File: config.mk
export PLATFORM = sky130hd
export DESIGN_NAME = ctrl_frame_extractor
export DESIGN_NICKNAME = d
export VERILOG_FILES = /design/src/rtl/cfx_pkg.sv /design/src/rtl/cfx_hdr_check.sv /design/src/rtl/cfx_word_out.sv /design/src/rtl/ctrl_frame_extractor.sv
export SDC_FILE = /design/constraint.sdc
export NUM_CORES = 1
export LEC_CHECK = 0
export BUFFER_PORTS_ARGS = -buffer_cell sky130_fd_sc_hd__buf_2
export CELL_PAD_IN_SITES_DETAIL_PLACEMENT = 0
export CELL_PAD_IN_SITES_GLOBAL_PLACEMENT = 1
export CORE_MARGIN = 10
export CORE_UTILIZATION = 42
export DETAILED_ROUTE_END_ITERATION = 6
export GPL_TIMING_DRIVEN = 0
export HOLD_SLACK_MARGIN = 0.06
export PLACE_DENSITY = 0.93
export SYNTH_ARGS = -nofsm -noshare
export SYNTH_HDL_FRONTEND = slang
export SYNTH_HIERARCHICAL = 1
export SYNTH_SLANG_ARGS = --single-unit
File: constraint.sdc
create_clock -name clk -period 7.9 [get_ports clk]
set_clock_uncertainty 0.15 [all_clocks]
set_input_delay 2.37 -clock clk [delete_from_list [all_inputs] [get_ports clk]]
set_output_delay 2.37 -clock clk [all_outputs]
set_load 0.05 [all_outputs]
File: src/rtl/cfx_pkg.sv
package cfx_pkg;

    typedef enum logic [2:0] {
        S_IDLE,
        S_HDR,
        S_PAY,
        S_VIDEO,
        S_SKIP
    } cfx_state_e;

    localparam int CMD_W = 6;
    localparam int TAG_W = 2;

    // command code expected in the header of each group
    function automatic logic [CMD_W-1:0] group_cmd(input logic [TAG_W-1:0] grp);
        logic [CMD_W-1:0] code;
        case (grp)
            2'd0:    code = 6'b111111;
            2'd1:    code = 6'b101010;
            2'd2:    code = 6'b010101;
            default: code = 6'b000000;
        endcase
        return code;
    endfunction

endpackage

File: src/rtl/cfx_hdr_check.sv
module cfx_hdr_check
    import cfx_pkg::*;
#(
    parameter int          DATA_W = 24,
    parameter logic [7:0]  SYNC   = 8'hE8
) (
    input  logic              clk,
    input  logic              rst_n,
    input  logic              frame_start,
    input  logic              chk_en,
    input  logic              chk_first,
    input  logic [DATA_W-1:0] pix,
    input  logic [CMD_W-1:0]  cmd,
    output logic              hdr_ok
);
    localparam int CNT_W = DATA_W - 8 - CMD_W;

    logic [DATA_W-1:0] expect_w;
    logic [DATA_W-1:0] care_w;
    logic              match;

    always_comb begin
        expect_w = {SYNC, cmd, {CNT_W{1'b0}}};
        care_w   = {{(8 + CMD_W){1'b1}}, {CNT_W{1'b0}}};
        match    = ((pix ^ expect_w) & care_w) == '0;
    end

    // running AND over every header pixel of the group being checked
    always_ff @(posedge clk or negedge rst_n) begin
        if (!rst_n) begin
            hdr_ok <= 1'b1;
        end else if (frame_start) begin
            hdr_ok <= 1'b1;
        end else if (chk_en) begin
            hdr_ok <= (chk_first | hdr_ok) & match;
        end
    end

    // one bad pixel keeps the group failed until the next group restarts it
    a_r2_fail_sticks: assert property (@(posedge clk) disable iff (!rst_n)
        (!hdr_ok && chk_en && !chk_first && !frame_start) |=> !hdr_ok);

endmodule

File: src/rtl/cfx_word_out.sv
module cfx_word_out #(
    parameter int DATA_W    = 24,
    parameter int DRV_W     = 6,
    parameter int ROW_W     = 5,
    parameter int PAY_LINES = 30
) (
    input  logic              clk,
    input  logic              rst_n,
    input  logic              emit,
    input  logic [DATA_W-1:0] in_data,
    input  logic [1:0]        in_type,
    input  logic [DRV_W-1:0]  in_drv,
    input  logic [ROW_W-1:0]  in_row,
    output logic              wr_valid,
    output logic [DATA_W-1:0] wr_data,
    output logic [1:0]        wr_type,
    output logic [DRV_W-1:0]  wr_drv,
    output logic [ROW_W-1:0]  wr_row
);
    always_ff @(posedge clk or negedge rst_n) begin
        if (!rst_n) begin
            wr_valid <= 1'b0;
            wr_data  <= '0;
            wr_type  <= '0;
            wr_drv   <= '0;
            wr_row   <= '0;
        end else begin
            wr_valid <= emit;
            if (emit) begin
                wr_data <= in_data;
                wr_type <= in_type;
                wr_drv  <= in_drv;
                wr_row  <= in_row;
            end
        end
    end

    a_r4_row_range: assert property (@(posedge clk) disable iff (!rst_n)
        wr_valid |-> (int'(wr_row) < PAY_LINES));

    a_r3_type_code: assert property (@(posedge clk) disable iff (!rst_n)
        wr_valid |-> (wr_type != 2'd3));

endmodule

File: src/rtl/ctrl_frame_extractor.sv
module ctrl_frame_extractor
    import cfx_pkg::*;
#(
    parameter int         DATA_W     = 24,
    parameter int         LINE_W     = 10,
    parameter int         PIX_W      = 10,
    parameter int         STRIDE     = 32,
    parameter int         HDR_LINES  = 2,
    parameter int         NUM_GROUPS = 3,
    parameter int         DRIVERS    = 64,
    parameter logic [7:0] SYNC       = 8'hE8,
    localparam int        DRV_W      = $clog2(DRIVERS),
    localparam int        PAY_LINES  = STRIDE - HDR_LINES,
    localparam int        ROW_W      = $clog2(PAY_LINES)
) (
    input  logic              clk,
    input  logic              rst_n,
    input  logic              frame_start,
    input  logic              pix_valid,
    input  logic [LINE_W-1:0] line_num,
    input  logic [PIX_W-1:0]  pix_num,
    input  logic [DATA_W-1:0] pix_data,
    output logic              wr_valid,
    output logic [DATA_W-1:0] wr_data,
    output logic [1:0]        wr_type,
    output logic [DRV_W-1:0]  wr_drv,
    output logic [ROW_W-1:0]  wr_row,
    output logic              suppress
);
    typedef logic [LINE_W-1:0] line_t;

    cfx_state_e       state_q, state_nxt;
    logic [TAG_W-1:0] grp_q, grp_nxt;
    logic             qual_q, qual_set;
    logic             hdr_ok;
    line_t            base_q, base_n;
    logic             chk_en, chk_first, emit;
    logic [ROW_W-1:0] row_n;

    // ---------------- next-state logic ----------------
    always_comb begin
        base_q    = line_t'(grp_q) * line_t'(STRIDE);
        state_nxt = state_q;
        grp_nxt   = grp_q;
        qual_set  = 1'b0;
        if (frame_start) begin
            state_nxt = S_HDR;                               // START
            grp_nxt   = '0;
        end else if (pix_valid) begin
            unique case (state_q)
                S_IDLE, S_VIDEO, S_SKIP: begin
                end
                S_HDR: begin
                    if (line_num >= base_q + line_t'(HDR_LINES)) begin
                        if (hdr_ok) begin
                            state_nxt = S_PAY;               // ACCEPT
                            qual_set  = (grp_q == '0);
                        end else if (grp_q == '0) begin
                            state_nxt = S_VIDEO;             // REJECT, first group
                        end else begin
                            state_nxt = S_SKIP;              // REJECT, later group
                        end
                    end
                end
                S_PAY: begin
                    if (line_num >= base_q + line_t'(STRIDE)) begin
                        if (grp_q == TAG_W'(NUM_GROUPS - 1)) begin
                            state_nxt = S_SKIP;              // END
                        end else begin
                            state_nxt = S_HDR;               // NEXT
                            grp_nxt   = grp_q + 1'b1;
                        end
                    end
                end
            endcase
        end
    end

    // ---------------- per-pixel decode against the next state ----------------
    always_comb begin
        base_n    = line_t'(grp_nxt) * line_t'(STRIDE);
        chk_en    = pix_valid && !frame_start && (state_nxt == S_HDR)
                    && (line_num >= base_n) && (line_num < base_n + line_t'(HDR_LINES));
        chk_first = (line_num == base_n) && (pix_num == '0);
        emit      = pix_valid && !frame_start && (state_nxt == S_PAY)
                    && (pix_num < PIX_W'(DRIVERS));
        row_n     = ROW_W'(line_num - base_n - line_t'(HDR_LINES));
    end

    // ---------------- state register ----------------
    always_ff @(posedge clk or negedge rst_n) begin
        if (!rst_n) begin
            state_q <= S_IDLE;
            grp_q   <= '0;
            qual_q  <= 1'b0;
        end else begin
            state_q <= state_nxt;
            grp_q   <= grp_nxt;
            if (frame_start) begin
                qual_q <= 1'b0;
            end else if (qual_set) begin
                qual_q <= 1'b1;
            end
        end
    end

    assign suppress = qual_q;

    cfx_hdr_check #(
        .DATA_W (DATA_W),
        .SYNC   (SYNC)
    ) u_hdr (
        .clk         (clk),
        .rst_n       (rst_n),
        .frame_start (frame_start),
        .chk_en      (chk_en),
        .chk_first   (chk_first),
        .pix         (pix_data),
        .cmd         (group_cmd(grp_nxt)),
        .hdr_ok      (hdr_ok)
    );

    // ---------------- output process ----------------
    cfx_word_out #(
        .DATA_W    (DATA_W),
        .DRV_W     (DRV_W),
        .ROW_W     (ROW_W),
        .PAY_LINES (PAY_LINES)
    ) u_out (
        .clk      (clk),
        .rst_n    (rst_n),
        .emit     (emit),
        .in_data  (pix_data),
        .in_type  (grp_nxt),
        .in_drv   (pix_num[DRV_W-1:0]),
        .in_row   (row_n),
        .wr_valid (wr_valid),
        .wr_data  (wr_data),
        .wr_type  (wr_type),
        .wr_drv   (wr_drv),
        .wr_row   (wr_row)
    );

    // ---------------- assertions ----------------
    a_r10_restart: assert property (@(posedge clk) disable iff (!rst_n)
        frame_start |=> (!suppress && !wr_valid));

    a_r7_write_hidden: assert property (@(posedge clk) disable iff (!rst_n)
        wr_valid |-> suppress);

    a_r6_video_shown: assert property (@(posedge clk) disable iff (!rst_n)
        (state_q == S_VIDEO) |-> !suppress);

    a_r8_skip_quiet: assert property (@(posedge clk) disable iff (!rst_n)
        (state_q == S_SKIP) |-> !wr_valid);

endmodule

-- Word level (Yosys, flattened, before mapping)
Cells that the tools add are included.
- mux-type cells: 23
- eq/ne operators: 8
- add/sub/neg operators: 6
- $lt $le $gt $ge: 5
- reduce and logical (&&, ||, !) cells: 14
- bitwise logic cells: 3
- operators with widths (cell ; count):
    logical NOT 24 bit ; 1
    bitwise XOR 24 bit ; 1
    2-to-1 mux 3 bit ; 7
    >= comparator 10 x 8 -> 1 bit ; 2
    one-hot mux 6 bit (3 select lines) ; 1
    adder 7 x 2 -> 8 bit, second input constant ; 2
    == test 10 x 7 -> 1 bit ; 1
    >= comparator 10 x 7 -> 1 bit ; 1
    logical NOT 10 bit ; 1
    < comparator 10 x 7 -> 1 bit, second input constant ; 1
    < comparator 10 x 8 -> 1 bit ; 1
    2-to-1 mux 2 bit ; 5
    2-to-1 mux 1 bit ; 9
    adder 7 x 6 -> 8 bit, second input constant ; 1
    logical AND 1 bit ; 7
    == test 3 x 1 -> 1 bit, second input constant ; 2
    == test 3 x 2 -> 1 bit, second input constant ; 2
    one-hot mux 3 bit (2 select lines) ; 1
    subtractor 5 x 1 -> 5 bit, second input constant ; 1
    subtractor 5 x 2 -> 5 bit, second input constant ; 1
    == test 2 bit, second input constant ; 2
    logical NOT 2 bit ; 2
    nonzero test 2 bit ; 2
    adder 2 x 1 -> 2 bit, second input constant ; 1
    4 further kinds ; 4
- bits in registers: 45
- logic and storage cells: 68

-- Depth between registers and ports, before layout
- depth in word-level cells: 13
- mapped depth: 17
- mapped depth without buffers: 17

-- Hierarchy
The synthesis kept the hierarchy.
- modules (own cells, without submodules) (module ; times used ; area an instance (µm²) ; seq. area each (µm²) ; cells each):
    cfx_word_out ; 1 ; 1551.5 ; 950.9 ; 79
    ctrl_frame_extractor ; 1 ; 792.0 ; 150.1 ; 94
    cfx_hdr_check ; 1 ; 138.9 ; 26.3 ; 16

-- Worst setup path before layout
No wires, ideal clock.
- path kind: input -> register
- start point: input port line_num[6]
- end point: register u_hdr.hdr_ok
- path slack: 2.133 ns
- stages on the path: 14
- setup time: 0.086 ns
- arrival time: 5.531 ns
- buffers on the path: 0
- cell sequence: ha_1 -> nor2b_1 -> o21ai_0 -> a31oi_2 -> mux2i_1 -> or2_2 -> ha_1 -> nand2_1 -> or4_1 -> a21oi_1 -> nor4bb_2 -> inv_1 -> or4_1 -> o31ai_2
- RTL lines (what ; RTL line ; text):
    from (decl) ; ctrl_frame_extractor.sv:20 ; input logic [LINE_W-1:0] line_num,
    branches (longest 8 deep; another with >= comparator 10 x 8 -> 1 bit) ; -- ;
    logical AND 1 bit * ; ctrl_frame_extractor.sv:83 ; && (line_num >= base_n) && (line_num < base_n + line_t'(HDR_LINES));
    via chk_en ; ctrl_frame_extractor.sv:37 ; logic chk_en, chk_first, emit;
    nonzero test 2 bit (no line) * ; -- ;
    to (signal assigned) ; cfx_hdr_check.sv:35 ; hdr_ok <= (chk_first | hdr_ok) & match;
    to (decl) ; cfx_hdr_check.sv:14 ; output logic hdr_ok
Mark *: on every way through the listed nets, which the timed path passes. The select of a mux whose other input is x is not followed.
A chain may end at the register's enable or synchronous reset.

-- Worst setup path in the final report
Same ends and word-level chain as after synthesis.

==> flow_summary.ini <==
[status]
status = finished, final reports clean

[drt]
viasPerCell = 4.98
detail-route-antenna-nets = 0
drc_errors = 0
dr.pass1.iters = 4
first_iter_violations = 54
vias = 1759
wl_per_cell_um = 17.2
totalWireLength_um = 6060

[min_path]
hold_class = reg -> reg
min_path_cells = 1

[global_routing]
antenna_found_initial = 0
grt_pass1_vias = 1981
track_usage = 0.125
grt_max_degree = 46
grt_remaining_overflow = 0
grt_pass1_wl_um = 9890

[floorplanning]
die_h_um = 96.9
rows = 27
start_util = 0.443
io-pin-count = 87
die_area_um2 = 9390
die_x_um = 96.9
coreArea_um2 = 5610

[synthesis]
ys_seq_area_frac = 0.454
syn_nets = 251
synth-xor-area-share = 0.0318
ys_seq_elements = 45
synth_edf_count = 0
ys.flop_type = dfrtp_1
synth.cell_area_um2 = 2480
synth-simple-area-share = 0.120
synthAdderAreaFrac = 0.0706
muxShareOfSynthArea = 0.221
synthArstFlopShare = 1.00
avgSynthCellArea_um2 = 13.1
syn_inst = 189
synth_compound_area_frac = 0.0519
ys_types = 41
synth_top_family_by_area = multiplexers
yosysWarnings = 6

[sta]
final_hold_viol_count = 0
drv_slew = 0
fin_crit_sh = 0.748
max_freq_mhz = 169
tns_ns = 0
max_slew_margin = 0.341
min_period_ns = 5.91
rsz0062_at_grt = no
fin_ws_ns = 1.99
setup_viol = 0
whs_ns = 0.358
worst_pin_slew_ns = 0.988

[power_and_ir_drop]
sw_frac_of_total = 0.294
p_int_mw = 0.333
combPwrFrac = 0.201
p_leak_nw = 1.59
powerDensity_nw_per_um2 = 153
clockPowerShare = 0.276
p_seq_frac = 0.522
ir_drop_uv = 91.9
p_sw_mw = 0.138
design_power_total_mw = 0.471

[cells_and_area]
layout-drive-gt1-share = 0.516
antenna_cells = 0
finish.utilization = 0.549
fillers = 534
final_cells = 353
final_area_um2 = 3080
syn_to_final_growth_pct = 23.9
layout.nets = 344

[place]
dp_slack_ns = 1.68
hpwl_um = 4890
portBuffers = 86
place_inst = 347
placed_cell_area_um2 = 3000
place_congestion = 0.900

[job]
drv_cap = 0

[clock_network]
clock_sinks = 45
cts_setup_buffers = 0
clock-root-buffer = clkbuf_8
worstSkewPairLatency_ns = 0.28
hold_buffers = 0
cts.htree.levels = 2
path_clk_slew_ns = 0.08
cts_buffers = 5
cts_resized = 0
cts_tree = yes
cts_max_path_buffers = 2

[worst_setup_path]
cp.required_ns = 7.96
path_cells = buf_2, ha_1, nor2b_1, o21ai_0, a31oi_2, mux2i_1, or2_2, ha_1, nand2_1, or4_1, a21oi_1, nor4bb_2, inv_1, or4_1, o31ai_2
critPathLaunchType = input pin
critPathKind = in -> reg
reg2regPathDepth = 17
crit_arrival_ns = 5.97
path_buf_inv = 2
path_max_fanout = 4
critical_path.top_delay_family = simple AND/OR/NAND/NOR gates
cpMaxStageDelayCell = or4_1
cp.depth = 15
worst_path_largest_cell_delay_ns = 0.55
end_kind = flop
## power by group through the flow
stage	registers, mW	clock network, mW	logic, mW
2_1_floorplan	0.278	0	0.0328
3_3_place_gp	0.250	0	0.0939
3_5_place_dp	0.250	0	0.0960
4_1_cts	0.246	0.134	0.0962
5_1_grt	0.247	0.142	0.104
6_report	0.246	0.130	0.0949
## layout by cell type (no fill, tap or decap), types with 2 or more instances in the layout
cell / netlist / layout
a21oi_1: 6 / 6
a31oi_1: 2 / 2
buf_12: 3 / 3
buf_2: 0 / 86
clkbuf_8: 0 / 5
dfrtp_1: 44 / 44
ha_1: 14 / 14
inv_1: 13 / 13
mux2_2: 7 / 7
mux2_4: 30 / 30
mux2i_1: 2 / 2
nand2_1: 4 / 4
nand3_1: 3 / 3
nand4_1: 3 / 3
nor2_1: 9 / 9
nor2b_1: 6 / 6
nor3_1: 4 / 4
nor4_1: 2 / 2
or2_2: 3 / 3
or4_1: 4 / 4
xnor2_1: 4 / 4
xor2_1: 5 / 5
## worst paths after layout
| check | startpoint | end | slack [ns] |
|---|---|---|---|
| setup / recovery | line_num[6] | u_hdr/hdr_ok | 1.99 |
| setup reg to reg | grp_q[0] | u_hdr/hdr_ok | 3.33 |
| hold reg to reg | u_out/wr_data[9] | u_out/wr_data[9] | 0.36 |
| min in group asynchronous | rst_n | state_q[2] | 2.09 |
| hold / removal | u_out/wr_data[9] | u_out/wr_data[9] | 0.36 |
| max in group asynchronous | rst_n | u_out/wr_type[0] | 4.90 |
## layer usage
layer | GRT usage | part of all wire | vias up | routed length, µm
met1 | 0.153 | 0.44 | 841 | 2680
met4 | 0.0271 | 0.0051 | 0 | 31
met3 | 0.0440 | 0.066 | 5 | 399
li1 | - | - | 857 | -
met2 | 0.206 | 0.49 | 56 | 2940
met5 | 0 | 0 | - | 0
## logic make-up after synthesis
logic type,Yosys count
adders and majority gates,14
DFF,45
AOI/OAI and AO/OA,16
xor gates and xnor gates,9
muxes,39
buffers and inverters,18
and+or+nand+nor,48
## registers in the layout (all words and copies together) (netlist names)
name and count:
u_out/wr_valid 1, suppress 1, u_out/wr_data 24, u_out/wr_drv 6, state_q 3, grp_q 2
u_out/wr_row 5, u_out/wr_type 2, u_hdr/hdr_ok 1
## worst register-to-register path, stage by stage, from the launching register on
cell,delay [ns]
dfrtp_1,0.39
inv_1,0.13
ha_1,0.33
inv_1,0.05
ha_1,0.27
nor2b_1,0.13
o21ai_0,0.32
a31oi_2,0.22
mux2i_1,0.18
or2_2,0.29
ha_1,0.27
nand2_1,0.05
or4_1,0.47
a21oi_1,0.14
nor4bb_2,0.25
inv_1,0.08
or4_1,0.55
o31ai_2,0.23
## synthesized netlist by cell type (2+ instances only)
library cell,instances,share of area
nand2_1,4,0.0060
nor3_1,4,0.0081
a21oi_1,6,0.012
xnor2_1,4,0.014
buf_12,3,0.024
mux2_2,7,0.032
nor2_1,9,0.014
a31oi_1,2,0.0050
mux2_4,30,0.18
ha_1,14,0.071
nor4_1,2,0.0050
or4_1,4,0.012
xor2_1,5,0.018
mux2i_1,2,0.0081
inv_1,13,0.020
nand4_1,3,0.0076
nor2b_1,6,0.015
dfrtp_1,44,0.44
nand3_1,3,0.0060
or2_2,3,0.0076
## area by class of cell
cell class	instances	area, µm²	share of cell area
timing repair buffer	86	430	0.140
clock inverter	1	5.00	0.00163
clock buffer	5	68.8	0.0224
sequential	45	1130	0.366
inverter	13	48.8	0.0159
buffer	5	75.1	0.0244
tap	72	90.1	0.0293
multi-input combinational	126	1230	0.400
Note: power is estimated with default switching activity, not from simulation.
